--- config.mk ---
export PLATFORM = sky130hd
export DESIGN_NAME = adda_tile_acc
export DESIGN_NICKNAME = d
export VERILOG_FILES = /design/src/rtl/adda_pkg.sv /design/src/rtl/adda_ctrl.sv /design/src/rtl/adda_datapath.sv /design/src/rtl/adda_tile_acc.sv
export SDC_FILE = /design/constraint.sdc
export NUM_CORES = 2
export LEC_CHECK = 0
export BUFFER_PORTS_ARGS = -buffer_cell sky130_fd_sc_hd__buf_2
export CORE_ASPECT_RATIO = 1.1
export CORE_MARGIN = 5
export CORE_UTILIZATION = 25
export DETAILED_ROUTE_END_ITERATION = 10
export GPL_TIMING_DRIVEN = 0
export PLACE_DENSITY = 0.41
export SETUP_SLACK_MARGIN = 0.1
export SYNTH_ARGS = -nofsm -noshare
export SYNTH_HDL_FRONTEND = slang
export SYNTH_SLANG_ARGS = --single-unit
--- constraint.sdc ---
create_clock -name clk -period 5.38 [get_ports clk]
set_input_delay 0.269 -clock clk [delete_from_list [all_inputs] [get_ports clk]]
set_output_delay 0.269 -clock clk [all_outputs]
set_load 0.01 [all_outputs]
--- src/rtl/adda_pkg.sv ---
package adda_pkg;

  typedef enum logic {
    ACC_ROWWISE = 1'b0,
    ACC_COLWISE = 1'b1
  } accMode_e;

  typedef enum logic {
    ELEM_W32 = 1'b0,
    ELEM_W64 = 1'b1
  } elemSize_e;

  // strobes from control to datapath
  typedef struct packed {
    logic capture;   // latch operands this edge
    logic writeEn;   // write one tile row this edge
    logic lastRow;   // current row is the final one
  } ctlStrobe_t;

endpackage

--- src/rtl/adda_ctrl.sv ---
module adda_ctrl
  import adda_pkg::*;
#(
  parameter int VL_BITS = 128,
  localparam int VBYTES = VL_BITS / 8,
  localparam int ELEMS32 = VBYTES / 4,
  localparam int ELEMS64 = VBYTES / 8,
  localparam int IDX_W = $clog2(ELEMS32)
) (
  input  logic             clk,
  input  logic             rst,
  input  logic             start,
  input  logic             elemSize,
  output ctlStrobe_t       ctlStb,
  output logic [IDX_W-1:0] rowIdx,
  output logic             busy,
  output logic             done
);

  logic             busyQ;
  logic             doneQ;
  logic             sizeQ;
  logic [IDX_W-1:0] rowQ;
  logic             accept;
  logic             atLast;

  assign accept = start && !busyQ;
  assign atLast = (sizeQ == ELEM_W64) ? (rowQ == IDX_W'(ELEMS64 - 1))
                                      : (rowQ == IDX_W'(ELEMS32 - 1));

  always_ff @(posedge clk) begin
    if (rst) begin
      busyQ <= 1'b0;
      doneQ <= 1'b0;
      sizeQ <= 1'b0;
      rowQ  <= '0;
    end else begin
      doneQ <= 1'b0;
      if (accept) begin
        busyQ <= 1'b1;
        rowQ  <= '0;
        sizeQ <= elemSize;
      end else if (busyQ) begin
        if (atLast) begin
          busyQ <= 1'b0;
          doneQ <= 1'b1;
        end else begin
          rowQ <= rowQ + 1'b1;
        end
      end
    end
  end

  always_comb begin
    ctlStb.capture = accept;
    ctlStb.writeEn = busyQ;
    ctlStb.lastRow = busyQ && atLast;
  end

  assign rowIdx = rowQ;
  assign busy   = busyQ;
  assign done   = doneQ;

endmodule

--- src/rtl/adda_datapath.sv ---
module adda_datapath
  import adda_pkg::*;
#(
  parameter int VL_BITS = 128,
  localparam int VBYTES = VL_BITS / 8,
  localparam int ROWS = VBYTES,
  localparam int ROW_AW = $clog2(ROWS),
  localparam int ELEMS32 = VBYTES / 4,
  localparam int ELEMS64 = VBYTES / 8,
  localparam int IDX_W = $clog2(ELEMS32)
) (
  input  logic               clk,
  input  logic               rst,
  input  ctlStrobe_t         ctlStb,
  input  logic [IDX_W-1:0]   rowIdx,
  input  logic               accMode,
  input  logic               elemSize,
  input  logic [2:0]         tile,
  input  logic [VL_BITS-1:0] srcVec,
  input  logic [VBYTES-1:0]  rowPred,
  input  logic [VBYTES-1:0]  colPred,
  input  logic [ROW_AW-1:0]  rdAddr,
  output logic [VL_BITS-1:0] rdData,
  output logic [ROW_AW-1:0]  wrAddr
);

  logic               opMode;
  logic               opSize;
  logic [2:0]         opTile;
  logic [VL_BITS-1:0] opVec;
  logic [VBYTES-1:0]  opRowPred;
  logic [VBYTES-1:0]  opColPred;

  logic [VL_BITS-1:0] tileMem [ROWS];

  always_ff @(posedge clk) begin
    if (rst) begin
      opMode    <= 1'b0;
      opSize    <= 1'b0;
      opTile    <= '0;
      opVec     <= '0;
      opRowPred <= '0;
      opColPred <= '0;
    end else if (ctlStb.capture) begin
      opMode    <= accMode;
      opSize    <= elemSize;
      opTile    <= tile;
      opVec     <= srcVec;
      opRowPred <= rowPred;
      opColPred <= colPred;
    end
  end

  // interleaved tile addressing: row r of tile t sits at r*N + t
  always_comb begin
    if (opSize == ELEM_W64)
      wrAddr = (ROW_AW'(rowIdx) << 3) | ROW_AW'(opTile);
    else
      wrAddr = (ROW_AW'(rowIdx) << 2) | ROW_AW'(opTile[1:0]);
  end

  // governing predicate bits at element spacing
  logic [ELEMS32-1:0] rowOn32, colOn32;
  logic [ELEMS64-1:0] rowOn64, colOn64;
  logic [31:0]        src32 [ELEMS32];
  logic [63:0]        src64 [ELEMS64];

  for (genvar i = 0; i < ELEMS32; i++) begin : g_pick32
    assign rowOn32[i] = opRowPred[4*i];
    assign colOn32[i] = opColPred[4*i];
    assign src32[i]   = opVec[32*i +: 32];
  end

  for (genvar i = 0; i < ELEMS64; i++) begin : g_pick64
    assign rowOn64[i] = opRowPred[8*i];
    assign colOn64[i] = opColPred[8*i];
    assign src64[i]   = opVec[64*i +: 64];
  end

  logic [VL_BITS-1:0] oldRow;
  logic [VL_BITS-1:0] newRow32;
  logic [VL_BITS-1:0] newRow64;
  logic [VL_BITS-1:0] newRow;
  logic               rowEn32;
  logic               rowEn64;
  logic [31:0]        colSrc32;
  logic [63:0]        colSrc64;

  assign oldRow   = tileMem[wrAddr];
  assign rowEn32  = rowOn32[rowIdx];
  assign rowEn64  = rowOn64[rowIdx[IDX_W-2:0]];
  assign colSrc32 = src32[rowIdx];
  assign colSrc64 = src64[rowIdx[IDX_W-2:0]];

  for (genvar c = 0; c < ELEMS32; c++) begin : g_lane32
    logic [31:0] addend32;
    logic [31:0] sum32;
    assign addend32 = (opMode == ACC_COLWISE) ? colSrc32 : src32[c];
    assign sum32    = oldRow[32*c +: 32] + addend32;
    assign newRow32[32*c +: 32] = (rowEn32 && colOn32[c]) ? sum32
                                                          : oldRow[32*c +: 32];
  end

  for (genvar c = 0; c < ELEMS64; c++) begin : g_lane64
    logic [63:0] addend64;
    logic [63:0] sum64;
    assign addend64 = (opMode == ACC_COLWISE) ? colSrc64 : src64[c];
    assign sum64    = oldRow[64*c +: 64] + addend64;
    assign newRow64[64*c +: 64] = (rowEn64 && colOn64[c]) ? sum64
                                                          : oldRow[64*c +: 64];
  end

  assign newRow = (opSize == ELEM_W64) ? newRow64 : newRow32;

  always_ff @(posedge clk) begin
    if (rst) begin
      for (int r = 0; r < ROWS; r++) tileMem[r] <= '0;
    end else if (ctlStb.writeEn) begin
      tileMem[wrAddr] <= newRow;
    end
  end

  assign rdData = tileMem[rdAddr];

endmodule

--- src/rtl/adda_tile_acc.sv ---
module adda_tile_acc
  import adda_pkg::*;
#(
  parameter int VL_BITS = 128,
  localparam int VBYTES = VL_BITS / 8,
  localparam int ROW_AW = $clog2(VBYTES),
  localparam int IDX_W = $clog2(VBYTES / 4)
) (
  input  logic               clk,
  input  logic               rst,
  input  logic               start,
  input  logic               accMode,
  input  logic               elemSize,
  input  logic [2:0]         tile,
  input  logic [VL_BITS-1:0] srcVec,
  input  logic [VBYTES-1:0]  rowPred,
  input  logic [VBYTES-1:0]  colPred,
  output logic               busy,
  output logic               done,
  input  logic [ROW_AW-1:0]  rdAddr,
  output logic [VL_BITS-1:0] rdData
);

  ctlStrobe_t        ctlStb;
  logic [IDX_W-1:0]  rowIdx;
  logic [ROW_AW-1:0] wrAddr;

  adda_ctrl #(.VL_BITS(VL_BITS)) u_ctrl (
    .clk      (clk),
    .rst      (rst),
    .start    (start),
    .elemSize (elemSize),
    .ctlStb   (ctlStb),
    .rowIdx   (rowIdx),
    .busy     (busy),
    .done     (done)
  );

  adda_datapath #(.VL_BITS(VL_BITS)) u_dp (
    .clk      (clk),
    .rst      (rst),
    .ctlStb   (ctlStb),
    .rowIdx   (rowIdx),
    .accMode  (accMode),
    .elemSize (elemSize),
    .tile     (tile),
    .srcVec   (srcVec),
    .rowPred  (rowPred),
    .colPred  (colPred),
    .rdAddr   (rdAddr),
    .rdData   (rdData),
    .wrAddr   (wrAddr)
  );

endmodule

# [Yosys cells after proc, flatten, opt, wreduce, memory -nomap -nowiden]
# Memory sizes are Yosys's and may differ from the RTL's.
# Index checks and enable logic that the tools add are counted.
[totals] reg_bits=163 input_bits=172 mem_bits_rw=2048 n_memories=1 latchBits=0 mem_bits_ro=0
[mem_list] memory="u_dp.tileMem" words=16 word_bits=128 read_ports=2 rd_ports_with_merged_regs=0 write_ports=16 line="adda_datapath.sv:34" rtl="logic [VL_BITS-1:0] tileMem [ROWS];"
[op_classes] n_lt_le_gt_ge=4 n_bitwise=6 shift=0 n_eq_ne=2 muxes=37 mul=0 div=0 addsub=7 reduce_logical=12
[ops] cell="64-bit two-way mux" n=7
[ops] cell="32-bit two-way mux" n=10
[ops] cell="128-bit two-way mux" n=2
[ops] cell="32-bit adder" n=4
[ops] cell="64-bit adder" n=2
[ops] cell="128-bit OR reduction" n=1
[ops] cell="32-bit binary-select mux with 2-bit select" n=1
[ops] cell="1-bit two-way mux" n=14
[ops] cell="4-bit two-way mux" n=2
[ops] cell="1-bit logical AND" n=7
[ops] cell="4-bit by 2-bit bitwise OR with 4-bit output" n=1
[ops] cell="4-bit by 3-bit bitwise OR with 4-bit output" n=1
[ops] cell="3-bit >= comparator, second input constant" n=1
[ops] cell="2-bit by 3-bit < comparator with 1-bit output, second input constant" n=1
[ops] cell="2-bit NOT with 3-bit output" n=1
[ops] cell="3-bit OR reduction" n=1
[ops] cell="2-bit by 1-bit adder with 2-bit output, second input constant" n=1
[ops] cell="1-bit binary-select mux with 2-bit select" n=1
[ops] cell="2-bit by 1-bit == test with 1-bit output, second input constant" n=1
[ops] cell="2-bit == test, second input constant" n=1
[ops] cell="2-bit >= comparator, second input constant" n=1
[ops] cell="1-bit by 2-bit < comparator with 1-bit output, second input constant" n=1
[ops] cell="1-bit NOT" n=2
[ops] cell="1-bit NOT with 2-bit output" n=1
[ops] cell="other kinds (3)" n=3

# [Longest topological paths before layout]
[depth] depth_word=9 mapped_depth=24

# [By module]
# From an unflattened synthesis, not the netlist that was laid out.
[unflattened] cells_unflattened=10683 hier_area_um2=128964.9
[by_module_without_submodules] module="adda_datapath" instances=1 area_each_um2=128752.2 cells_each=10660
[by_module_without_submodules] module="adda_ctrl" instances=1 area_each_um2=212.7 cells_each=23

# [Worst setup path after synthesis]
# OpenSTA, ideal clock, no wires.
[synth_timing] path_kind="flip-flop to flip-flop" start="register u_dp.opTile[0]" end="memory u_dp.tileMem[13][0] (enable)" setup_ns=0.510 synth_period_minus_slack_ns=5.840 t_arrival_ns=5.330 stages_incl_launch_ff=12 t_required_ns=4.870 path_slack_ns=-0.460 path_cell_list="dfxtp_1 > buf_2 > buf_6 > buf_6 > buf_6 > buf_4 > buf_4 > buf_4 > nor4b_1 > nand2_1 > clkbuf_1 > nand2b_1"
[synth_lines] element="start: declaration" line="adda_datapath.sv:29" rtl="logic [2:0] opTile;"
[synth_lines] element="start signal: assignment" line="adda_datapath.sv:47" rtl="opTile <= tile;"
[synth_lines] element="end: declaration" line="adda_datapath.sv:34"

==> results.txt <==
Via density per instance: 5.895
Setup ws final: -0.8197 ns
Final TNS setup: -736.93 ns
Die height: 757.4 um
Total Wirelength: 805,500 um
Post-route minimum period: 6.200 ns
Max cap viols: 18
Io pins: 302
Gr usage total: 29.64%
Area growth from synthesis to layout: 28.79%
Leak pwr: 56.64 nW
Relative slew slack: -10.73%
Syn nets: 10,740
Fin. max-slew vios: 151
Die ar.: 0.5222 sq mm
Vias: 109,800
Clk Latency, worst-skew pair: 1.00 ns
CTS clk-pin slew, worst paths: 0.07 ns
Global-route wire length before repair: 1,023,000 um
IO buf count: 273
Initial antenna violation count: 81
Most common cell after layout, fill and taps aside: nor2_1
Data required, critical path: 6.06 ns
Synth top area cells: edfxtp_1 48%, mux4_2 21%, nor2_1 6.3%
H-tree depth: 5
Placed Cells: 17,530
Synth area leader: edfxtp_1
Crit. End Element: flip-flop
Most used DFF post-synth: edfxtp_1
Worst Path Max Fanout: 10
Layout cell share with drive strength beyond 1: 31.10%
Fin Clk Skew: 0.07740 ns
Final Net Count: 12,040
Fin crit share: 115.2%
Ys async rst share: 0%
Maximum root-to-sink buffer count: 4
Non-filler cells, final: 18,620
Row count: 274
RSZ-0062 raised after global routing: yes
Status: finished with violations
Most frequent cells in the layout: 2,079 x nor2_1, 2,048 x edfxtp_1, 1,173 x mux4_2
Failing checks: capacitance limit, slew limit, setup timing
WP data arrival: 6.88 ns
Vias in the first global route: 102,000
Worst-Margin Slew: 1.661 ns
Synthesized area per cell: 12.31 sq um
Hpwl dp: 586,200 um
Clk sinks: 2,193
Synth top area share: 48.44%
GRT overflow: 0
DR WL/cell: 43.26 um
Crit start category: flip-flop
Achievable Freq: 161.3 MHz
CORE AREA: 0.5060 sq mm
Post-Synthesis Cells: 10,320
Register area share after synthesis: 50.73%
Fillers: 50,900
DRT iter0 DRCs: 18,550
Synthesized flop and latch total: 2,193
Root Buffer: clkbuf_16
Synth Warn #: 0
Starting Density: 25.09%
Final hold viol count: 0
CTS tree: done
Crit Path Class: reg2reg
First-pass detailed-route iteration total: 6
Total CTS buffers: 264
VDD IR max: 272.5 uV
Distinct cell type count of the synthesized netlist: 100
Die span in x: 689.4 um
Power density cells: 319.4 mW/mm^2
Mapped Area: 0.1270 sq mm
Setup-failing EPs final: 1,870
Largest net degree at the start of global routing: 40
Placer Congestion: 0.9671
Worst Hold Class: in2reg
Post-route DRC violation count: 0
Post-route ant nets: 0
Number of enable flip-flop cells after synthesis: 2,048
final cells by class:
type,instances,area [sq um],share of cell area (%)
sequential,2193,64410,39.40
multi-input combinational,6993,63080,38.58
timing repair buffer,1064,11880,7.265
tap,6762,8461,5.175
clock buffer,326,6974,4.266
buffer,883,6401,3.915
clock inverter,138,1366,0.8357
inverter,212,799.5,0.4890
antenna,50,125.1,0.07653
layer usage:
layer	vias up	share of wire (%)	track usage, %
met1	57580	37	37.04
met5	-	0.067	0.009111
li1	42200	-	-
met2	8045	42	42.93
met3	1919	13	10.36
met4	34	8.5	20.21
sequential cells by signal (all words and copies together), names as in the netlist:
register / count
u_dp.opSize: 1
u_ctrl.done: 1
u_dp.tileMem: 2048
u_dp.opTile: 3
u_dp.opRowPred: 4
u_ctrl.busy: 1
u_dp.opMode: 1
u_dp.opColPred: 4
u_dp.opVec: 128
u_ctrl.rowIdx: 2
through the flow:
stage / util [%] / power [W] / worst slack, ns / instance area, sq um / hold WS, ns
4_1_cts: 31.54 / 0.05090 / -0.6545 / 159600 / 0.0007768
6_report: 32.31 / 0.05222 / -0.8197 / 163500 / 0.02373
2_1_floorplan: - / 0.02568 / -0.3176 / 127000 / 0.3776
3_3_place_gp: 27.03 / 0.03126 / -10.91 / 136800 / 0.4582
5_1_grt: 32.29 / 0.05304 / -0.7856 / 163400 / 0.03249
3_5_place_dp: 27.92 / 0.03148 / -5.197 / 141300 / 0.4600
synth_stat cells, drive strengths merged, types with 10 or more instances:
cell,count
o21a,41
xor2,71
nor3b,38
a211o,12
ha,250
nand2,715
nor3,171
nor2b,35
a311oi,12
mux2i,34
a31oi,51
a22oi,238
nor2,2154
o22ai,24
inv,211
a221oi,24
o211ai,64
a21o,141
nand4,65
a211oi,56
and4,10
a21boi,12
nor4,12
and3,35
a21oi,406
nand2b,41
nand3,66
o21ai,608
o31ai,26
dfxtp,145
edfxtp,2048
clkbuf,609
or3,31
or2,14
xnor2,100
buf,308
or4,11
mux4,1173
a2111oi,11
o221ai,24
and2,25
o21bai,54
a22o,28
mux2,10
cell families after synthesis:
kind of cell,count (synthesis),share of synthesized area (%)
and+or+nand+nor,3438,11.18
DFF,2193,50.73
AOI/OAI and AO/OA,1911,9.561
muxes,1217,21.18
buffers and inverters,1129,3.612
adders and majority gates,256,2.559
xor gates and xnor gates,171,1.180
report_power, final:
part | internal, W | switching (W)
registers | 0.0193 | 0.000405
clock network | 0.0102 | 0.00824
logic | 0.00488 | 0.00925
worst max-delay path: stages, from the launching register on:
cell and delay (ns):
dfxtp_2 0.38, buf_6 0.15, mux2_2 0.36, and2_1 0.19, buf_8 0.17, buf_16 0.20
buf_6 0.21, clkbuf_16 0.21, buf_12 0.20, a22oi_2 0.18, nand2_4 0.23, ha_4 0.35
o211ai_1 0.12, o21ai_2 0.27, a31oi_4 0.13, or4b_4 0.53, a2111oi_4 0.36, buf_4 0.20
buf_6 0.13, o21ai_4 0.11, a311oi_4 0.40, a211oi_2 0.10, a211oi_4 0.21, buf_6 0.21
buf_8 0.16, nor2_4 0.03
worst paths after layout:
check	cells past startpoint	to	slack [ns]	startpoint
setup reg to reg	25	u_dp.tileMem[11][125]	-0.82	u_dp.opSize
hold reg to reg	1	u_dp.opRowPred[4]	0.49	u_dp.opRowPred[4]
setup / recovery	25	u_dp.tileMem[11][125]	-0.82	u_dp.opSize
hold / removal	4	u_dp.opVec[78]	0.02	srcVec[78]
what timing repair did:
action / in CTS / in global routing
gates resized for setup: 1195 / 592
hold endpoints to repair: 142 / 0
pin swaps: 152 / 179
setup endpoints to repair: 4105 / 1980
cloned: 7 / 14
hold buffers: 153 / 0
setup buffers: 298 / 137
Note: power is estimated with default switching activity, not from simulation.
